### src/rtl/hb_seq_pkg.sv
package hb_seq_pkg;

   typedef enum logic [1:0] {
      MODE_HB     = 2'b00,
      MODE_IND    = 2'b01,
      MODE_CONC   = 2'b10,
      MODE_HB_ALT = 2'b11
   } drive_mode_e;

   localparam int N_CH   = 2;
   localparam int CH_HI  = 0;
   localparam int CH_LO  = 1;

   function automatic logic is_protected(drive_mode_e m);
      return (m == MODE_HB) || (m == MODE_HB_ALT);
   endfunction

endpackage

### src/rtl/hb_startup_timer.sv
module hb_startup_timer #(
   parameter int CYCLES = 16
) (
   input  logic clk,
   input  logic rst_n,
   output logic done_o
);
   localparam int CNT_W = (CYCLES > 1) ? $clog2(CYCLES + 1) : 1;

   if (CYCLES < 1) begin : g_bad_cycles
      $error("hb_startup_timer: CYCLES must be at least 1");
   end

   logic [CNT_W-1:0] cnt_q;
   logic             done_q;

   always_ff @(posedge clk or negedge rst_n) begin
      if (!rst_n) begin
         cnt_q  <= '0;
         done_q <= 1'b0;
      end else if (!done_q) begin
         if (cnt_q == CNT_W'(CYCLES - 1)) done_q <= 1'b1;
         else                             cnt_q  <= cnt_q + 1'b1;
      end
   end

   assign done_o = done_q;


   done_stays_chk: assert property (@(posedge clk) disable iff (!rst_n)
      done_q |=> done_q);

endmodule

### src/rtl/hb_fault_latch.sv
module hb_fault_latch #(
   parameter int N_IN = 2
) (
   input  logic            clk,
   input  logic            rst_n,
   input  logic [N_IN-1:0] flt_i,
   output logic            trip_o,
   output logic            fault_o
);
   if (N_IN < 1) begin : g_bad_n
      $error("hb_fault_latch: N_IN must be at least 1");
   end

   logic fault_q;

   assign trip_o = |flt_i;

   always_ff @(posedge clk or negedge rst_n) begin
      if (!rst_n)      fault_q <= 1'b0;
      else if (trip_o) fault_q <= 1'b1;
   end

   assign fault_o = fault_q;


   fault_held_chk: assert property (@(posedge clk) disable iff (!rst_n)
      fault_q |=> fault_q);


   fault_set_chk: assert property (@(posedge clk) disable iff (!rst_n)
      trip_o |=> fault_q);

endmodule

### src/rtl/hb_gate_chan.sv
module hb_gate_chan
   import hb_seq_pkg::*;
#(
   parameter int CNT_W   = 4,
   parameter int CNT_MAX = 8
) (
   input  logic             clk,
   input  logic             rst_n,
   input  logic             run_i,
   input  drive_mode_e      mode_i,
   input  logic             cmd_self_i,
   input  logic             cmd_other_i,
   input  logic             cmd_conc_i,
   input  logic             other_gate_i,
   input  logic [CNT_W-1:0] other_off_i,
   input  logic [CNT_W-1:0] dead_i,
   output logic             gate_o,
   output logic [CNT_W-1:0] off_cnt_o
);
   if (CNT_MAX >= (1 << CNT_W)) begin : g_bad_w
      $error("hb_gate_chan: CNT_W too small for CNT_MAX");
   end

   logic             gate_q;
   logic [CNT_W-1:0] off_q;
   logic             hb_req;
   logic             hb_clear;
   logic             want;

   assign hb_req   = cmd_self_i & ~cmd_other_i;
   assign hb_clear = ~other_gate_i & (other_off_i >= (dead_i - CNT_W'(1)));

   always_comb begin
      unique case (mode_i)
         MODE_IND:  want = cmd_self_i;
         MODE_CONC: want = cmd_conc_i;
         default:   want = hb_req & hb_clear;
      endcase
   end

   always_ff @(posedge clk or negedge rst_n) begin
      if (!rst_n) begin
         gate_q <= 1'b0;
         off_q  <= CNT_W'(CNT_MAX);
      end else begin
         gate_q <= run_i & want;
         if (gate_q)                        off_q <= '0;
         else if (off_q != CNT_W'(CNT_MAX)) off_q <= off_q + 1'b1;
      end
   end

   assign gate_o    = gate_q;
   assign off_cnt_o = off_q;


   no_early_on_chk: assert property (@(posedge clk) disable iff (!rst_n)
      ($rose(gate_q) && $past(is_protected(mode_i))) |-> $past(!other_gate_i));


   both_req_off_chk: assert property (@(posedge clk) disable iff (!rst_n)
      (is_protected(mode_i) && cmd_self_i && cmd_other_i) |=> !gate_q);

endmodule

### src/rtl/hb_gate_sequencer.sv
module hb_gate_sequencer
   import hb_seq_pkg::*;
#(
   parameter int CLK_FREQ_HZ = 125_000_000,
   parameter int STARTUP_US  = 500_000,
   parameter int DT_SEL_W    = 3,
   parameter int DT_STEP     = 8
) (
   input  logic                clk,
   input  logic                rst_n,
   input  logic [1:0]          mode_i,
   input  logic [DT_SEL_W-1:0] dt_sel_i,
   input  logic                cmd_hi_i,
   input  logic                cmd_lo_i,
   input  logic                flt_hi_i,
   input  logic                flt_lo_i,
   output logic                gate_hi_o,
   output logic                gate_lo_o,
   output logic                pwr_full_o,
   output logic                fault_o
);
   localparam int STARTUP_CYCLES = (CLK_FREQ_HZ / 1_000_000) * STARTUP_US;
   localparam int DT_MAX         = (1 << DT_SEL_W) * DT_STEP;
   localparam int CNT_W          = $clog2(DT_MAX + 1);

   if (CLK_FREQ_HZ < 1_000_000) begin : g_bad_clk
      $error("hb_gate_sequencer: CLK_FREQ_HZ must be at least 1 MHz");
   end
   if (STARTUP_US < 1) begin : g_bad_start
      $error("hb_gate_sequencer: STARTUP_US must be at least 1");
   end
   if (DT_SEL_W < 1 || DT_SEL_W > 6) begin : g_bad_sel
      $error("hb_gate_sequencer: DT_SEL_W out of range");
   end
   if (DT_STEP < 1) begin : g_bad_step
      $error("hb_gate_sequencer: DT_STEP must be at least 1");
   end

   drive_mode_e      mode;
   logic             start_done;
   logic             trip;
   logic             fault_q;
   logic             run;
   logic [CNT_W-1:0] dead;
   logic [N_CH-1:0]  cmd_v;
   logic [N_CH-1:0]  gate_v;
   logic [CNT_W-1:0] off_v [N_CH];

   assign mode  = drive_mode_e'(mode_i);
   assign dead  = CNT_W'((int'(dt_sel_i) + 1) * DT_STEP);
   assign cmd_v[CH_HI] = cmd_hi_i;
   assign cmd_v[CH_LO] = cmd_lo_i;

   hb_startup_timer #(.CYCLES(STARTUP_CYCLES)) i_start (
      .clk    (clk),
      .rst_n  (rst_n),
      .done_o (start_done)
   );

   hb_fault_latch #(.N_IN(N_CH)) i_fault (
      .clk     (clk),
      .rst_n   (rst_n),
      .flt_i   ({flt_lo_i, flt_hi_i}),
      .trip_o  (trip),
      .fault_o (fault_q)
   );

   assign run = start_done & ~fault_q & ~trip;

   for (genvar g = 0; g < N_CH; g++) begin : g_chan
      localparam int OTH = N_CH - 1 - g;
      hb_gate_chan #(.CNT_W(CNT_W), .CNT_MAX(DT_MAX)) i_chan (
         .clk          (clk),
         .rst_n        (rst_n),
         .run_i        (run),
         .mode_i       (mode),
         .cmd_self_i   (cmd_v[g]),
         .cmd_other_i  (cmd_v[OTH]),
         .cmd_conc_i   (cmd_v[CH_HI]),
         .other_gate_i (gate_v[OTH]),
         .other_off_i  (off_v[OTH]),
         .dead_i       (dead),
         .gate_o       (gate_v[g]),
         .off_cnt_o    (off_v[g])
      );
   end

   assign gate_hi_o  = gate_v[CH_HI];
   assign gate_lo_o  = gate_v[CH_LO];
   assign pwr_full_o = start_done & ~fault_q;
   assign fault_o    = fault_q;


   no_shoot_through_chk: assert property (@(posedge clk) disable iff (!rst_n)
      $past(is_protected(mode)) |-> !(gate_hi_o && gate_lo_o));


   fault_gates_off_chk: assert property (@(posedge clk) disable iff (!rst_n)
      (flt_hi_i || flt_lo_i) |=> (!gate_hi_o && !gate_lo_o && !pwr_full_o));


   gate_needs_power_chk: assert property (@(posedge clk) disable iff (!rst_n)
      (gate_hi_o || gate_lo_o) |-> pwr_full_o);


   status_exclusive_chk: assert property (@(posedge clk) disable iff (!rst_n)
      fault_o |-> !pwr_full_o);


   indep_follow_chk: assert property (@(posedge clk) disable iff (!rst_n)
      ($past(mode == MODE_IND) && $past(pwr_full_o) && !$past(trip))
         |-> (gate_hi_o == $past(cmd_hi_i) && gate_lo_o == $past(cmd_lo_i)));


   conc_follow_chk: assert property (@(posedge clk) disable iff (!rst_n)
      ($past(mode == MODE_CONC) && $past(pwr_full_o) && !$past(trip))
         |-> (gate_hi_o == $past(cmd_hi_i) && gate_lo_o == $past(cmd_hi_i)));

endmodule

### config.mk
export PLATFORM = sky130hd
export DESIGN_NAME = hb_gate_sequencer
export DESIGN_NICKNAME = d
export VERILOG_FILES = /design/src/rtl/hb_seq_pkg.sv /design/src/rtl/hb_startup_timer.sv /design/src/rtl/hb_fault_latch.sv /design/src/rtl/hb_gate_chan.sv /design/src/rtl/hb_gate_sequencer.sv
export SDC_FILE = /design/constraint.sdc
export NUM_CORES = 1
export LEC_CHECK = 0
export CAP_MARGIN = 25
export CORE_ASPECT_RATIO = 1.1
export CORE_UTILIZATION = 38
export CTS_BUF_LIST = sky130_fd_sc_hd__clkbuf_8 sky130_fd_sc_hd__clkbuf_16
export CTS_CLUSTER_DIAMETER = 150
export DETAILED_ROUTE_END_ITERATION = 12
export PLACE_DENSITY = 0.51
export RECOVER_POWER = 50
export SLEW_MARGIN = 25
export SYNTH_ARGS = -nofsm -noshare
export SYNTH_HDL_FRONTEND = slang
export SYNTH_SLANG_ARGS = --single-unit
### constraint.sdc
create_clock -name clk -period 2.95 [get_ports clk]
set_clock_uncertainty 0.05 [all_clocks]
set_input_delay 0.59 -clock clk [delete_from_list [all_inputs] [get_ports clk]]
set_output_delay 0.59 -clock clk [all_outputs]
set_load 0.02 [all_outputs]
Yosys cells after proc, flatten, opt, wreduce, memory -nomap -nowiden. Index checks and enable logic that the tools add are counted.

Logic and storage cells: 50. Flip-flop bits (word level): 44.

Muxes and demuxes: 8. Order comparisons: 2. Equal/unequal tests: 5. Add/sub/neg operators: 5. Bitwise gates (word level): 18. Reductions and logical operators: 5.

Operator list (number): $mux 7 (4); $add 26x1->26 const B (1); $eq 26x26->1 const B (1); $add 7x1->7 const B (2); $ge 7x7->1 (2); $ne 7x7->1 const B (2); $and 1x1->1 (10); $not 1->1 (8); $sub 7x1->7 const B (1); $add 3x1->4 const B (1); $reduce_bool 2->1 (2); $reduce_or 2->1 (2); $mux 1 (3); $eq 2x1->1 const B (1); $eq 2x2->1 const B (1); $pmux 1 s2 (1); $reduce_and 2->1 (1).

Depth between registers and ports, before layout. Gate-level depths: netlist (run 1).

Depth after elaboration: 7. Depth in mapped cells: 8. Mapped depth without buffers: 7.

Hierarchy. A second synthesis (run 1) with hierarchy kept.

Cell total of the unflattened synthesis: 284. Area total of the unflattened synthesis: 2869.0 um2.

By module, submodules not included: hb_startup_timer (area each 1411.4 um2, instances 1, cells each 124, sequential area each 675.6 um2); hb_gate_chan (area each 683.2 um2, instances 2, cells each 75, sequential area each 201.4 um2); hb_gate_sequencer (area each 53.8 um2, instances 1, cells each 7, sequential area each 0.0 um2); hb_fault_latch (area each 37.5 um2, instances 1, cells each 3, sequential area each 25.0 um2).

Worst setup path after synthesis (run 1). No wires, ideal clock.

Kind: flip-flop to flip-flop. From: register i_start.cnt_q[0]. To: register i_start.cnt_q[14]. Library setup time: 0.123 ns. Period minus slack after synthesis: 1.910 ns. Cell stages (with the launch flop): 9. Data arrival time: 1.738 ns. Path slack: 1.040 ns. Cell sequence: dfrtp_1 -> ha_1 -> and3_1 -> clkbuf_2 -> and3_1 -> a31oi_4 -> buf_4 -> nand3_1 -> xnor2_1.

Longest elaborated chain between the ends: 3.

RTL lines: from (decl) (RTL line hb_startup_timer.sv:14) `logic [CNT_W-1:0] cnt_q;`; from (signal assigned) (RTL line hb_startup_timer.sv:23) `else cnt_q <= cnt_q + 1'b1;`; parallel branches: the longest is 3 deep, another holds $add 26x1->26.

Several ways; the timed one is not identified. A chain may end at the register's enable or synchronous reset.

Worst setup path in the final report (run 1).
From: register i_start.done_q (netlist: i_start.done_o). To: output pwr_full_o.

Longest elaborated chain between the ends: 1.

RTL lines: from (decl) (RTL line hb_startup_timer.sv:15) `logic done_q;`; from (signal assigned) (RTL line hb_startup_timer.sv:20) `done_q <= 1'b0;`; from (signal assigned) (RTL line hb_startup_timer.sv:22) `if (cnt_q == CNT_W'(CYCLES - 1)) done_q <= 1'b1;`; $and 1x1->1 (RTL line hb_gate_sequencer.sv:90) `assign pwr_full_o = start_done & ~fault_q;`; to (decl) (RTL line hb_gate_sequencer.sv:19) `output logic pwr_full_o,`.

Every way passes these cells.

==> metrics, run 1 <==
dominant register cell in the synthesized netlist=sky130_fd_sc_hd__dfrtp_1; final hold violations=0; Yosys cell types=42; clock tree from TritonCTS=yes; highest-count cells in the layout ignoring fill and taps=sky130_fd_sc_hd__dfrtp_1, sky130_fd_sc_hd__xnor2_1, sky130_fd_sc_hd__nor2_1, sky130_fd_sc_hd__inv_1, sky130_fd_sc_hd__nand2_1; DR vias=1638; initial antenna violation count=0; pin count of the biggest net entering global routing=43; sequence of cells on the critical path=nor2b_1 > clkdlybuf4s50_1; number of warnings printed during yosys synthesis=0; Max H-tree Level=2; die span in x=about 78 µm; buffers and inverters on the worst path=1; clk sink count=44; setup repair after global routing missed its margin=no; fraction of layout instances using a drive strength above 1=around 8%; number of global-route vias before repair=1714; number of setup buffers added after CTS=0; area growth from synthesis to layout=12.8%; Die Area=around 6600 µm²; global-route total usage across every layer=around 16%; run status=finished, final reports clean; final WL=roughly 4.5 mm; count of TritonRoute iterations in the first routing pass=4; CORE AREA=about 6000 µm²; total of flip-flops plus latches after synthesis=44; Starting DRT DRC Count=70; slowest cell on the critical path=sky130_fd_sc_hd__clkdlybuf4s50_1; net count of the mapped netlist=261; Routed met3 length=138 µm; shortest period the worst path allows=2.26 ns; Maximum Capacitance Violations=0; register cell area after layout=1100 µm²; antenna-violating nets left=0; number of diodes added for antenna fixing=0; startpoint type of the worst setup path=register; worst slew slack as a fraction of its limit=between 30% and 40%; utilization after layout=~46%; number of placement rows=29; sum of routed wire segments on met1=2.18 mm; Layout Nets=278; largest stage delay on the critical path=0.60 ns; sum of negative setup slack=0 ns; most common cell after layout, fill and taps aside=sky130_fd_sc_hd__dfrtp_1; clock insertion delay at the later pin of the skew report=approximately 0.30 ns; Root Driver=sky130_fd_sc_hd__clkbuf_8; sum of met2 wire segment lengths after detailed routing=between 2 and 2.5 mm; leakage power figure=1.18 nW; Overflow after GRT=0; Tightest Pin Transition=1.05 ns; via count normalized by instance count=4.95; period utilisation layout=76.5%; starting density of the core=40.5%; number of buffers created by CTS=5; Worst-path clk slew=0.08 ns; Synth top area share=43.9%; required time worst endpoint=between 2 and 2.5 ns; Max Freq=443 MHz; dominant cells by area after synthesis=sky130_fd_sc_hd__dfrtp_1, sky130_fd_sc_hd__xnor2_1, sky130_fd_sc_hd__ha_1; WL/cell=13.6 µm; Die Height=85.2 µm; number of top-level pins=15; number of buffers on the longest clock path=2; maximum vdd drop=about 290 µV; topmost layer with routed signal wires=met4; cell count after synthesis=236; asr flop ratio synth=100%; # setup viols final=0; half-perimeter wire length after placement=3.17 mm; power density cells=387 nW/µm²; Slew Viols, Final=0; Port Buffer Count=14; critical path endpoint category=output pin; portion of the post-synthesis area used by sequential elements=46.1%; cell taking the most area after synthesis=sky130_fd_sc_hd__dfrtp_1; critical path class=register to output pin; arrival time reported for the critical path endpoint=roughly 1.6 ns; Hold WC Path Type=register to register; Post-synth EDFFs=0; Max FO, Critical Path=7; kind of cell with the highest combined delay on the critical path=buffers and inverters; post-synth design cell area=between 2000 and 2500 µm²; mean instance size in the synthesized netlist=10.1 µm²; fillcell total=570; area of the multi-input gates=around 1200 µm²; first-pass GRT wire length=8.11 mm; detailed-route DRC error count=0; placer congestion estimate=around 0.74
through the flow:
stage,hold slack [ns],setup slack [ns],total power [mW],area [µm²],std cells
2_1_floorplan,0.244,1.04,0.635,2390,236
3_3_place_gp,0.335,0.547,0.668,2600,322
3_5_place_dp,0.336,0.501,0.668,2600,322
4_1_cts,0.00409,0.664,1.07,2690,330
5_1_grt,0.454,0.609,1.10,2700,331
6_report,0.432,0.694,1.04,2700,331
synthesized netlist by cell type (2+ instances only):
| cell type | n |
|---|---|
| sky130_fd_sc_hd__nand3_1 | 17 |
| sky130_fd_sc_hd__inv_1 | 19 |
| sky130_fd_sc_hd__dfrtp_1 | 42 |
| sky130_fd_sc_hd__clkbuf_1 | 3 |
| sky130_fd_sc_hd__and3_1 | 8 |
| sky130_fd_sc_hd__a21oi_1 | 7 |
| sky130_fd_sc_hd__ha_1 | 14 |
| sky130_fd_sc_hd__o21ai_0 | 4 |
| sky130_fd_sc_hd__nor4_1 | 3 |
| sky130_fd_sc_hd__xor2_1 | 8 |
| sky130_fd_sc_hd__maj3_1 | 2 |
| sky130_fd_sc_hd__nor3_1 | 4 |
| sky130_fd_sc_hd__nor2_1 | 20 |
| sky130_fd_sc_hd__nand2_1 | 18 |
| sky130_fd_sc_hd__xnor2_1 | 28 |
| sky130_fd_sc_hd__buf_4 | 2 |
| sky130_fd_sc_hd__nor3_2 | 2 |
| sky130_fd_sc_hd__dfstp_2 | 2 |
| sky130_fd_sc_hd__nand4_1 | 10 |
cell type report:
class | instances | area share [%]
clock inverters | 2 | 0.371
multi-input cells | 167 | 44.0
repair buffers | 16 | 5.51
well taps | 77 | 3.57
clock buffers | 6 | 3.06
inverters | 19 | 2.64
flip-flops and latches | 44 | 40.9
worst paths after layout:
kind                                    from                             to  slack, ns  depth (start not counted)
max in group asynchronous              rst_n              i_start.cnt_q[16]       1.07                          3
min reg2reg                i_start.cnt_q[25]              i_start.cnt_q[25]       0.43                          1
min in group asynchronous              rst_n  g_chan[1].i_chan.off_cnt_o[0]       0.56                          2
max                           i_start.done_o                     pwr_full_o       0.69                          2
max reg2reg                 i_start.cnt_q[0]               i_start.cnt_q[1]       0.82                          5
min                        i_start.cnt_q[25]              i_start.cnt_q[25]       0.43                          1
flip-flops by register name, summed over array words and instances (netlist names):
| signal | cells |
|---|---|
| i_fault.fault_o | 1 |
| i_start.done_o | 1 |
| g_chan.i_chan.gate_o | 2 |
| g_chan.i_chan.off_cnt_o | 14 |
| i_start.cnt_q | 26 |
report_power, final:
| part | internal (mW) | switching (mW) | total (mW) |
|---|---|---|---|
| Sequential | 0.603 | 0 | 0.603 |
| Clock | 0.187 | 0.203 | 0.390 |
| Combinational | 0.0234 | 0.0292 | 0.0525 |
routing by layer:
metal / vias to the layer above / GRT usage, %
met5: - / 0
met4: 0 / 5.66
met1: 779 / 20.0
li1: 836 / -
met3: 4 / 3.76
met2: 19 / 26.1
cells by family after synthesis:
group / count (synthesis) / share of synthesized area [%]
and+or+nand+nor: 96 / 22.5
DFF: 44 / 46.1
xor gates and xnor gates: 36 / 13.2
buffers and inverters: 25 / 4.29
AOI/OAI and AO/OA: 17 / 4.86
adders and majority gates: 16 / 8.15
muxes: 2 / 0.889
timing repair:
action,CTS,global route
endpoints found under the hold margin,0,2
gates resized for setup,0,0
hold buffers,0,1
No activity file was read; power rests on OpenSTA's default activity.
==> run 2: changes to the inputs <==
PLACE_DENSITY = 0.53   (was 0.51)
clock period = 1.86 ns   (was 2.95 ns; I/O delays follow)
==> run 2 against run 1 <==
- setup slack worse by 0.67 ns
- sequential share of layout area is 5.1 points lower
- cell area is 14% higher
- combinational power is 77% higher
- core utilization is 6.6 points higher
- clock power is 88% higher
- non-clock buffer count is 35 higher
- final cell count is 11% higher
- flip-flop and latch count stayed put
- highest routed layer unchanged
==> metrics, run 2 (synthesis gave the netlist of run 1 again) <==
run status=finished, final reports clean; die span in x=77.7 µm (unchanged); setup repair after global routing missed its margin=yes; Tightest Pin Transition=1.07 ns (+0.0256 ns); number of buffers on the longest clock path=2 (unchanged); clock tree from TritonCTS=yes; clk sink count=44 (unchanged); # setup viols final=0 (unchanged); power density cells=576 nW/µm² (+49%); most common cell after layout, fill and taps aside=sky130_fd_sc_hd__dfrtp_1; Max H-tree Level=2 (unchanged); sum of met2 wire segment lengths after detailed routing=2.50 mm (+18%); first-pass GRT wire length=8.47 mm (+4.5%); number of top-level pins=15 (unchanged); topmost layer with routed signal wires=met4; number of buffers created by CTS=5 (unchanged); starting density of the core=40.5% (unchanged); slowest cell on the critical path=sky130_fd_sc_hd__or4_4; startpoint type of the worst setup path=register; shortest period the worst path allows=between 1.5 and 2 ns; pin count of the biggest net entering global routing=45 (+4.7%); Overflow after GRT=0 (unchanged); WL/cell=13.4 µm (-1.1%); Max Freq=545 MHz; Max FO, Critical Path=4 (-3); period utilisation layout=roughly 100%; critical path endpoint category=register; Starting DRT DRC Count=56 (-20%); detailed-route DRC error count=0 (unchanged); number of placement rows=29 (unchanged); arrival time reported for the critical path endpoint=2.00 ns (+0.38 ns); final hold violations=0 (unchanged); final WL=4.95 mm (+9.9%); number of diodes added for antenna fixing=0 (unchanged); clock insertion delay at the later pin of the skew report=0.30 ns (about the same); worst slew slack as a fraction of its limit=28.4% (-1.7 points); half-perimeter wire length after placement=3.46 mm (+9.1%); count of TritonRoute iterations in the first routing pass=4 (unchanged); Worst-path clk slew=0.08 ns (about the same); Hold WC Path Type=register to register; required time worst endpoint=2.02 ns (-0.29 ns); Die Height=85.2 µm (unchanged); utilization after layout=52.2% (+6.6 points); sequence of cells on the critical path=ha_2 > and3_4 > nand4_4 > or4_4 > nor3_2 > xor2_1; DR vias=1825 (+11%); critical path class=register to register; number of flip-flops under the largest register name=26 (unchanged); leakage power figure=1.42 nW (+20%); global-route total usage across every layer=16.6% (+0.83 points); Routed met3 length=168 µm (+22%); CORE AREA=5910 µm² (unchanged); antenna-violating nets left=0 (unchanged); Port Buffer Count=14 (unchanged); post-route insts no fill=368 (+11%); fraction of layout instances using a drive strength above 1=22.7% (+15 points); Root Driver=sky130_fd_sc_hd__clkbuf_8; area growth from synthesis to layout=29.1%; initial antenna violation count=0 (unchanged); Maximum Capacitance Violations=0 (unchanged); Die Area=6620 µm² (unchanged); sum of routed wire segments on met1=2.20 mm (+1.0%); maximum vdd drop=405 µV (+39%); placed cell count=350 (+8.7%); placer congestion estimate=0.716 (-2.8%); number of global-route vias before repair=1840 (+7.4%); Layout Nets=315 (+13%); via count normalized by instance count=4.96 (+0.21%); largest reg by FF count=i_start.cnt_q; Slew Viols, Final=0 (unchanged); largest stage delay on the critical path=0.53 ns (-0.07 ns); highest-count cells in the layout ignoring fill and taps=sky130_fd_sc_hd__dfrtp_1, sky130_fd_sc_hd__buf_4, sky130_fd_sc_hd__xnor2_1, sky130_fd_sc_hd__nor2_1, sky130_fd_sc_hd__nand2_1
==> run 2: cell types whose count changed in the layout (fill, tap and decap cells not counted), sizes merged <==
cell and change:
bufinv +1, dlymetal6s2s +2, dlygate4sd2 +1, clkinv -1, clkbuf -2, clkinvlp +1, a31oi +2, buf +36
dlygate4sd3 -1, clkdlybuf4s50 -2
==> run 2: worst paths after layout <==
check | from | end | slack, ns | cells after the start
setup / recovery | i_start.cnt_q[0] | i_start.cnt_q[22] | 0.02 | 6
hold / removal | i_start.cnt_q[25] | i_start.cnt_q[25] | 0.43 | 1
setup reg to reg | i_start.cnt_q[0] | i_start.cnt_q[22] | 0.02 | 6
hold reg to reg | i_start.cnt_q[25] | i_start.cnt_q[25] | 0.43 | 1
max in group asynchronous | rst_n | g_chan[1].i_chan.off_cnt_o[5] | 0.26 | 3
min in group asynchronous | rst_n | g_chan[0].i_chan.off_cnt_o[1] | 0.84 | 3
==> run 2: through the flow <==
| stage | TNS [ns] | power, mW | hold slack, ns | cell area (µm²) | worst slack (ns) |
|---|---|---|---|---|---|
| floorplan | 0 | 1.01 | 0.0264 | 2400 | 0.0148 |
| global placement | -1.22 | 1.07 | 0.318 | 2830 | -0.298 |
| detailed placement | -1.43 | 1.07 | 0.322 | 2830 | -0.319 |
| CTS | -0.276 | 1.82 | 0.443 | 3060 | -0.0614 |
| global route | -0.507 | 1.85 | 0.465 | 3090 | -0.0905 |
| finish | 0 | 1.78 | 0.433 | 3090 | 0.0243 |
==> run 2: power breakdown <==
part	internal, mW	total [mW]	switching (mW)
registers	0.956	0.956	0
logic	0.0449	0.0928	0.0479
clock network	0.398	0.732	0.334
==> run 2: metal layers <==
metal	up-vias	GRT usage, %
met5	-	0
met4	0	5.15
met3	8	3.01
met2	28	29.9
met1	870	19.9
li1	919	-
==> run 2: what timing repair did <==
| action | 4_1_cts | 5_1_grt |
|---|---|---|
| hold endpoints to repair | 36 | 0 |
| gates resized for setup | 10 | 10 |
| cloned | 2 | 0 |
| pin swaps | 10 | 11 |
| buffers inserted | 4 | 4 |
| endpoints found under the setup margin | 23 | 25 |
| hold buffers | 1 | 0 |
==> run 2: critical path: cells and delay by family, from the launching register on <==
family	cells	cell delay (ns)
xor+xnor	1	0.19
flops	1	0.38
fa+ha+maj	1	0.18
simple gates	4	0.96
==> run 2: area by class of cell <==
cell class	count	area [µm²]
inverter	19	71.3
multi-input combinational	169	1270
tap	77	96.3
fill	571	2830
clock buffer	5	68.8
timing repair buffer	51	435
sequential	44	1100
clock inverter	3	42.5
